`config.mk`:
```
export PLATFORM = sky130hd
export DESIGN_NAME = irq_res_top
export DESIGN_NICKNAME = d
export VERILOG_FILES = /design/src/rtl/irq_res_pkg.sv /design/src/rtl/irq_res_rst_sync.sv /design/src/rtl/irq_res_pick.sv /design/src/rtl/irq_res_req.sv /design/src/rtl/irq_res_svc.sv /design/src/rtl/irq_res_top.sv
export SDC_FILE = /design/constraint.sdc
export NUM_CORES = 1
export LEC_CHECK = 0
export CAP_MARGIN = 25
export CELL_PAD_IN_SITES_DETAIL_PLACEMENT = 0
export CELL_PAD_IN_SITES_GLOBAL_PLACEMENT = 2
export CORE_MARGIN = 3
export CORE_UTILIZATION = 31
export CTS_BUF_LIST = sky130_fd_sc_hd__clkbuf_4 sky130_fd_sc_hd__clkbuf_8
export CTS_CLUSTER_DIAMETER = 50
export CTS_CLUSTER_SIZE = 25
export DETAILED_ROUTE_END_ITERATION = 8
export PLACE_DENSITY_LB_ADDON = 0.08
export SLEW_MARGIN = 20
export SYNTH_ARGS = -nofsm -noshare
export SYNTH_HDL_FRONTEND = slang
export SYNTH_SLANG_ARGS = --single-unit
```
`constraint.sdc`:
```
create_clock -name clk -period 1.6 [get_ports clk]
set_input_delay 0.4 -clock clk [delete_from_list [all_inputs] [get_ports clk]]
set_output_delay 0.4 -clock clk [all_outputs]
set_load 0.02 [all_outputs]
```
`src/rtl/irq_res_pkg.sv`:
```
package irq_res_pkg;

  typedef enum logic {
    MODE_NORMAL  = 1'b0,
    MODE_SPECIAL = 1'b1
  } mask_mode_e;

endpackage

```
`src/rtl/irq_res_rst_sync.sv`:
```
module irq_res_rst_sync (
  input  logic clk,
  input  logic rst_n,
  output logic rst_n_sync
);
  logic stg1_q, stg2_q;

  always_ff @(posedge clk or negedge rst_n) begin
    if (!rst_n) begin
      stg1_q <= 1'b0;
      stg2_q <= 1'b0;
    end else begin
      stg1_q <= 1'b1;
      stg2_q <= stg1_q;
    end
  end

  assign rst_n_sync = stg2_q;
endmodule

```
`src/rtl/irq_res_pick.sv`:
```
module irq_res_pick #(
  parameter int unsigned W  = 8,
  localparam int unsigned IW = (W > 1) ? $clog2(W) : 1
) (
  input  logic [W-1:0]  cand,
  output logic [W-1:0]  gnt_oh,
  output logic [IW-1:0] gnt_idx,
  output logic          gnt_any
);
  // lowest index wins: scan downward so the last hit is the lowest
  always_comb begin
    gnt_oh  = '0;
    gnt_idx = '0;
    for (int i = W - 1; i >= 0; i--) begin
      if (cand[i]) begin
        gnt_oh    = '0;
        gnt_oh[i] = 1'b1;
        gnt_idx   = IW'(i);
      end
    end
  end

  assign gnt_any = |cand;
endmodule

```
`src/rtl/irq_res_req.sv`:
```
module irq_res_req #(
  parameter int unsigned NCH     = 8,
  parameter int unsigned CASC_CH = 2
) (
  input  logic           clk,
  input  logic           rst_n,
  input  logic [NCH-1:0] req_in,
  input  logic           slave_int,
  input  logic [NCH-1:0] clr_oh,
  output logic [NCH-1:0] irr_q
);
  logic [NCH-1:0] src;
  logic [NCH-1:0] irr_d;

  for (genvar g = 0; g < NCH; g++) begin : g_src
    if (g == CASC_CH) begin : g_casc
      assign src[g] = slave_int;
    end else begin : g_dir
      assign src[g] = req_in[g];
    end
  end

  always_comb begin
    for (int i = 0; i < NCH; i++) begin
      irr_d[i] = clr_oh[i] ? 1'b0 : (irr_q[i] | src[i]);
    end
  end

  always_ff @(posedge clk or negedge rst_n) begin
    if (!rst_n) irr_q <= '0;
    else        irr_q <= irr_d;
  end
endmodule

```
`src/rtl/irq_res_svc.sv`:
```
module irq_res_svc #(
  parameter int unsigned NCH = 8,
  localparam int unsigned IW = (NCH > 1) ? $clog2(NCH) : 1
) (
  input  logic           clk,
  input  logic           rst_n,
  input  logic [NCH-1:0] set_oh,
  input  logic           eoi,
  input  logic           special,
  input  logic [NCH-1:0] imr,
  output logic [NCH-1:0] isr_q
);
  logic [NCH-1:0] eoi_cand;
  logic [NCH-1:0] eoi_oh;
  logic [IW-1:0]  eoi_idx;
  logic           eoi_any;
  logic [NCH-1:0] isr_d;
  logic           isr_en;

  assign eoi_cand = special ? (isr_q & ~imr) : isr_q;

  irq_res_pick #(.W(NCH)) u_eoi_pick (
    .cand    (eoi_cand),
    .gnt_oh  (eoi_oh),
    .gnt_idx (eoi_idx),
    .gnt_any (eoi_any)
  );

  assign isr_en = eoi | (|set_oh);

  always_comb begin
    isr_d = isr_q;
    if (eoi && eoi_any) isr_d = isr_d & ~eoi_oh;
    isr_d = isr_d | set_oh;
  end

  always_ff @(posedge clk or negedge rst_n) begin
    if (!rst_n)      isr_q <= '0;
    else if (isr_en) isr_q <= isr_d;
  end

  logic unused_idx;
  assign unused_idx = ^eoi_idx;
endmodule

```
`src/rtl/irq_res_top.sv`:
```
module irq_res_top #(
  parameter int unsigned NCH     = 8,
  parameter int unsigned CASC_CH = 2,
  localparam int unsigned IDX_W  = (NCH > 1) ? $clog2(NCH) : 1
) (
  input  logic             clk,
  input  logic             rst_n,
  input  logic [NCH-1:0]   req_in,
  input  logic             slave_int,
  input  logic             mask_wr,
  input  logic [NCH-1:0]   mask_data,
  input  logic             mode_wr,
  input  logic             mode_set_en,
  input  logic             mode_special,
  input  logic             ack,
  input  logic             eoi,
  output logic             int_out,
  output logic [IDX_W-1:0] vec_idx
);
  import irq_res_pkg::*;

  logic             rst_n_sync;
  logic [NCH-1:0]   irr_q, isr_q, imr_q, imr_d;
  mask_mode_e       mode_q, mode_d;
  logic             smm_on;
  logic [NCH-1:0]   pend, blk, elig;
  logic [NCH-1:0]   win_oh;
  logic [IDX_W-1:0] win_idx;
  logic             win_any;
  logic             ack_go;
  logic [NCH-1:0]   grant_oh;
  logic [IDX_W-1:0] vec_q, vec_d;

  irq_res_rst_sync u_rst (
    .clk        (clk),
    .rst_n      (rst_n),
    .rst_n_sync (rst_n_sync)
  );

  irq_res_req #(.NCH(NCH), .CASC_CH(CASC_CH)) u_req (
    .clk       (clk),
    .rst_n     (rst_n_sync),
    .req_in    (req_in),
    .slave_int (slave_int),
    .clr_oh    (grant_oh),
    .irr_q     (irr_q)
  );

  assign smm_on = (mode_q == MODE_SPECIAL);

  irq_res_svc #(.NCH(NCH)) u_svc (
    .clk     (clk),
    .rst_n   (rst_n_sync),
    .set_oh  (grant_oh),
    .eoi     (eoi),
    .special (smm_on),
    .imr     (imr_q),
    .isr_q   (isr_q)
  );

  // prefix OR: blk[i] set when any channel at or above priority i is in service
  assign blk[0] = isr_q[0];
  for (genvar g = 1; g < NCH; g++) begin : g_blk
    assign blk[g] = blk[g-1] | isr_q[g];
  end

  assign pend = irr_q & ~imr_q;
  assign elig = smm_on ? (pend & ~isr_q) : (pend & ~blk);

  irq_res_pick #(.W(NCH)) u_win_pick (
    .cand    (elig),
    .gnt_oh  (win_oh),
    .gnt_idx (win_idx),
    .gnt_any (win_any)
  );

  assign ack_go   = ack & win_any;
  assign grant_oh = ack_go ? win_oh : '0;

  // next-state
  always_comb begin
    imr_d  = mask_wr ? mask_data : imr_q;
    mode_d = (mode_wr && mode_set_en) ? mask_mode_e'(mode_special) : mode_q;
    vec_d  = ack_go ? win_idx : vec_q;
  end

  // registers
  always_ff @(posedge clk or negedge rst_n_sync) begin
    if (!rst_n_sync) begin
      imr_q  <= '0;
      mode_q <= MODE_NORMAL;
      vec_q  <= '0;
    end else begin
      if (mask_wr)               imr_q  <= imr_d;
      if (mode_wr && mode_set_en) mode_q <= mode_d;
      if (ack_go)                vec_q  <= vec_d;
    end
  end

  assign int_out = win_any;
  assign vec_idx = vec_q;
endmodule

```
==> flow_results.xml <==
<?xml version="1.0" encoding="UTF-8"?>
<metrics>
  <group name="grt">
    <metric name="grt_use_total" unit="%">15.6</metric>
    <metric name="grt_remaining_overflow" unit="">0</metric>
    <metric name="first_pass_grt_wire_length" unit="um">7250</metric>
    <metric name="antenna_found_initial" unit="">0</metric>
    <metric name="grt_pass1_vias" unit="">1554</metric>
    <metric name="grt_start_max_net_pins" unit="">19</metric>
  </group>
  <group name="clocking">
    <metric name="cts_root_buf" unit="">clkbuf_8</metric>
    <metric name="number_of_buffers_inserted_during_clock_tree_synthesis" unit="">5</metric>
    <metric name="clockBufferDepth" unit="">2</metric>
    <metric name="cts-hold-fix-buffers" unit="">0</metric>
    <metric name="path_clk_slew" unit="ns">0.06</metric>
    <metric name="cts.sink_count" unit="">30</metric>
    <metric name="htree_num_levels" unit="">2</metric>
    <metric name="clock_latency_of_the_later_clocked_register_in_the_worst_skew_pair" unit="ns">0.28</metric>
    <metric name="cts_tree" unit="">done</metric>
  </group>
  <group name="cells_and_area">
    <metric name="antenna-diode-count" unit="">0</metric>
    <metric name="syn2layout_area_growth" unit="%">66.1</metric>
    <metric name="fillerInstances" unit="">430</metric>
    <metric name="layout-drive-gt1-share" unit="%">47.0</metric>
    <metric name="num-nets-final" unit="">256</metric>
  </group>
  <group name="floorplan">
    <metric name="area_of_the_die" unit="mm2">0.00593</metric>
    <metric name="die_h" unit="um">77.0</metric>
    <metric name="rows" unit="">25</metric>
    <metric name="io-pin-count" unit="">29</metric>
    <metric name="chipWidth" unit="um">77.0</metric>
    <metric name="std_cell_core_area" unit="mm2">0.00479</metric>
    <metric name="initial_core_util" unit="%">32.7</metric>
  </group>
  <group name="logic_synthesis">
    <metric name="ys_async_sr_fraction" unit="%">100</metric>
    <metric name="synth_enable_flop_cells" unit="">0</metric>
    <metric name="top_cell_type_s_share_of_synthesized_area" unit="%">48.0</metric>
    <metric name="ys_types" unit="">49</metric>
    <metric name="yosys-top-cells-area" unit="">dfrtp_1 (48%), mux2_2 (6.5%), nor2_1 (2.9%)</metric>
    <metric name="synth_flop_cell" unit="">dfrtp_1</metric>
    <metric name="synth_fp_nets" unit="">171</metric>
    <metric name="post_synthesis_instance_area" unit="mm2">0.00156</metric>
    <metric name="postSynthRegisterBits" unit="">30</metric>
    <metric name="syn_area_per_cell" unit="um2">10.7</metric>
    <metric name="yosys_warnings" unit="">0</metric>
    <metric name="yosys.cell_count.top_type" unit="">dfrtp_1</metric>
    <metric name="ys_top_cells_by_count" unit="">dfrtp_1 (30), nor2_1 (12), mux2_2 (9), nand2_1 (9), inv_1 (8)</metric>
    <metric name="yosysSeqAreaShare" unit="%">48.0</metric>
    <metric name="synthCells" unit="">146</metric>
    <metric name="netlist.top_cell.by_area" unit="">dfrtp_1</metric>
  </group>
  <group name="route">
    <metric name="avgRoutedWirePerCell" unit="um">15.0</metric>
    <metric name="drt-pass1-iter-count" unit="">4</metric>
    <metric name="routed_wl" unit="um">4470</metric>
    <metric name="detail-route-antenna-nets" unit="">0</metric>
    <metric name="via_count" unit="">1465</metric>
    <metric name="routed_via_density" unit="">4.90</metric>
    <metric name="detailedRoute.firstIterationViolations" unit="">78</metric>
    <metric name="drcViolationCount" unit="">0</metric>
  </group>
  <group name="sta">
    <metric name="worst_max_slew_pin_slew" unit="ns">0.515</metric>
    <metric name="post-route-worst-setup-slack" unit="ns">-0.380</metric>
    <metric name="max_slew_margin" unit="%">65.7</metric>
    <metric name="rsz0062_at_grt" unit="">true</metric>
    <metric name="finalHoldViolCount" unit="">0</metric>
    <metric name="fin_clk_skew" unit="ns">0.00650</metric>
    <metric name="layout_worst_path_cycle_share" unit="%">124</metric>
    <metric name="setup_failing_eps_final" unit="">15</metric>
    <metric name="drv_slew" unit="">0</metric>
    <metric name="max_freq" unit="MHz">505</metric>
    <metric name="hold_slack" unit="ns">0.212</metric>
    <metric name="minimum_clock_period" unit="ns">1.98</metric>
  </group>
  <group name="setup_path">
    <metric name="rrSetupSlack" unit="ns">-0.34</metric>
    <metric name="crit-reg2reg-launch" unit="">mode_q$_DFFE_PN0P_</metric>
    <metric name="element_type_at_the_critical_path_start" unit="">register</metric>
    <metric name="crit-reg2reg-capture" unit="">u_svc.isr_q[7]$_DFFE_PN0P_</metric>
    <metric name="timing.critical_path.fanout_max" unit="">6</metric>
    <metric name="ff2ff_path_depth" unit="">7</metric>
    <metric name="crit_path_end_kind" unit="">output pin</metric>
    <metric name="required" unit="ns">1.20</metric>
    <metric name="path_class" unit="">register to output pin</metric>
    <metric name="cp.arrival" unit="ns">1.58</metric>
  </group>
  <group name="job">
    <metric name="max_cap_viol_count" unit="">0</metric>
  </group>
  <group name="placement">
    <metric name="place_congestion" unit="">0.794</metric>
    <metric name="place_hpwl" unit="um">3280</metric>
    <metric name="port-buffer-count" unit="">27</metric>
  </group>
  <group name="power_and_ir_drop">
    <metric name="p_leak" unit="nW">1.11</metric>
    <metric name="fin_total_pwr" unit="mW">3.93</metric>
    <metric name="power_density" unit="mW/mm2">1510</metric>
    <metric name="vdd_drop_max" unit="mV">0.752</metric>
  </group>
  <group name="worst_hold_path">
    <metric name="hp-class" unit="">register to async pin</metric>
  </group>
  <group name="status">
    <metric name="violations_in_the_final_reports" unit="">setup timing</metric>
    <metric name="outcome" unit="">finished with violations</metric>
  </group>
</metrics>
==> worst max path at each step <==
stage	from	slack [ns]	cells past startpoint	endpoint
floorplan	u_svc.isr_q[2]$_DFFE_PN0P_	-0.07	5	vec_idx[2]$_DFFE_PN0N_
global placement	mode_q$_DFFE_PN0P_	-0.53	5	int_out
detailed placement	mode_q$_DFFE_PN0P_	-0.57	5	int_out
CTS	mode_q$_DFFE_PN0P_	-0.33	6	int_out
global route	mode_q$_DFFE_PN0P_	-0.43	5	int_out
finish	mode_q$_DFFE_PN0P_	-0.38	6	int_out
==> worst max-delay path: stages, from the launching register on <==
cell and delay (ns):
dfrtp_2 0.45, buf_4 0.17, o21bai_2 0.21, o21ai_2 0.09
a21o_1 0.15, nand3_2 0.09, buf_6 0.14
==> layout by cell type (no fill, tap or decap), types with 4 or more instances in the layout <==
master           instances
buf_4                   47
buf_6                    6
clkbuf_8                 6
clkdlybuf4s50_1         23
dfrtp_1                 28
inv_1                    8
mux2_2                   9
nand2_1                  9
nand2b_1                 4
nor2_1                  10
==> state kept, by name, indices dropped and copies added (netlist names) <==
name and cells:
u_req.irr_q 8, mode_q 1, imr_q 8, u_rst.rst_n_sync 1, u_rst.stg1_q 1, vec_idx 3, u_svc.isr_q 8
==> report_power, final <==
group	internal [mW]	leakage [nW]	switching (mW)
clock	0.363	0.0517	0.277
combinational	1.18	0.721	0.949
sequential	0.951	0.342	0.206
==> metrics by stage <==
step | setup TNS, ns | instances | setup slack [ns] | util [%] | cell area (um2)
floorplan | -0.162 | 146 | -0.0723 | - | 1570
global placement | -3.62 | 283 | -0.531 | 47.5 | 2270
detailed placement | -3.81 | 283 | -0.567 | 47.5 | 2270
CTS | -3.08 | 295 | -0.333 | 52.3 | 2500
global route | -3.77 | 299 | -0.428 | 54.3 | 2600
finish | -2.81 | 299 | -0.380 | 54.3 | 2600
==> cell families (layout without fill, tap and decap cells) <==
logic type      Yosys count  count (layout)  share of synthesized area, %
compound gates           41              41                          21.6
buf+inv                  11              97                          3.12
flops                    30              30                          48.0
mux                      12              12                          8.72
other cells               1               1                         0.240
simple gates             51              51                          18.3
==> cell type report <==
| cell class | count | area [um2] | share of cell area [%] |
|---|---|---|---|
| tap | 67 | 83.8 | 3.23 |
| timing repair buffer | 81 | 717 | 27.6 |
| sequential | 30 | 753 | 29.0 |
| multi-input combinational | 105 | 918 | 35.4 |
| clock buffer | 7 | 90.1 | 3.47 |
| clock inverter | 1 | 5.00 | 0.193 |
| inverter | 8 | 30.0 | 1.16 |
==> what timing repair did <==
item | in CTS | in global routing
setup buffers | 6 | 6
pin swaps | 7 | 12
resized for setup | 33 | 13
endpoints found under the setup margin | 19 | 16
==> metal layers <==
| layer | share of wire (%) | track usage [%] | wire length (um) | vias up |
|---|---|---|---|---|
| li1 | - | - | - | 720 |
| met1 | 43 | 17.9 | 1910 | 711 |
| met2 | 53 | 28.4 | 2370 | 27 |
| met3 | 2.9 | 3.29 | 130 | 7 |
| met4 | 1.5 | 5.34 | 66 | 0 |
| met5 | 0 | 0 | 0 | - |
Note: power is estimated with default switching activity, not from simulation.
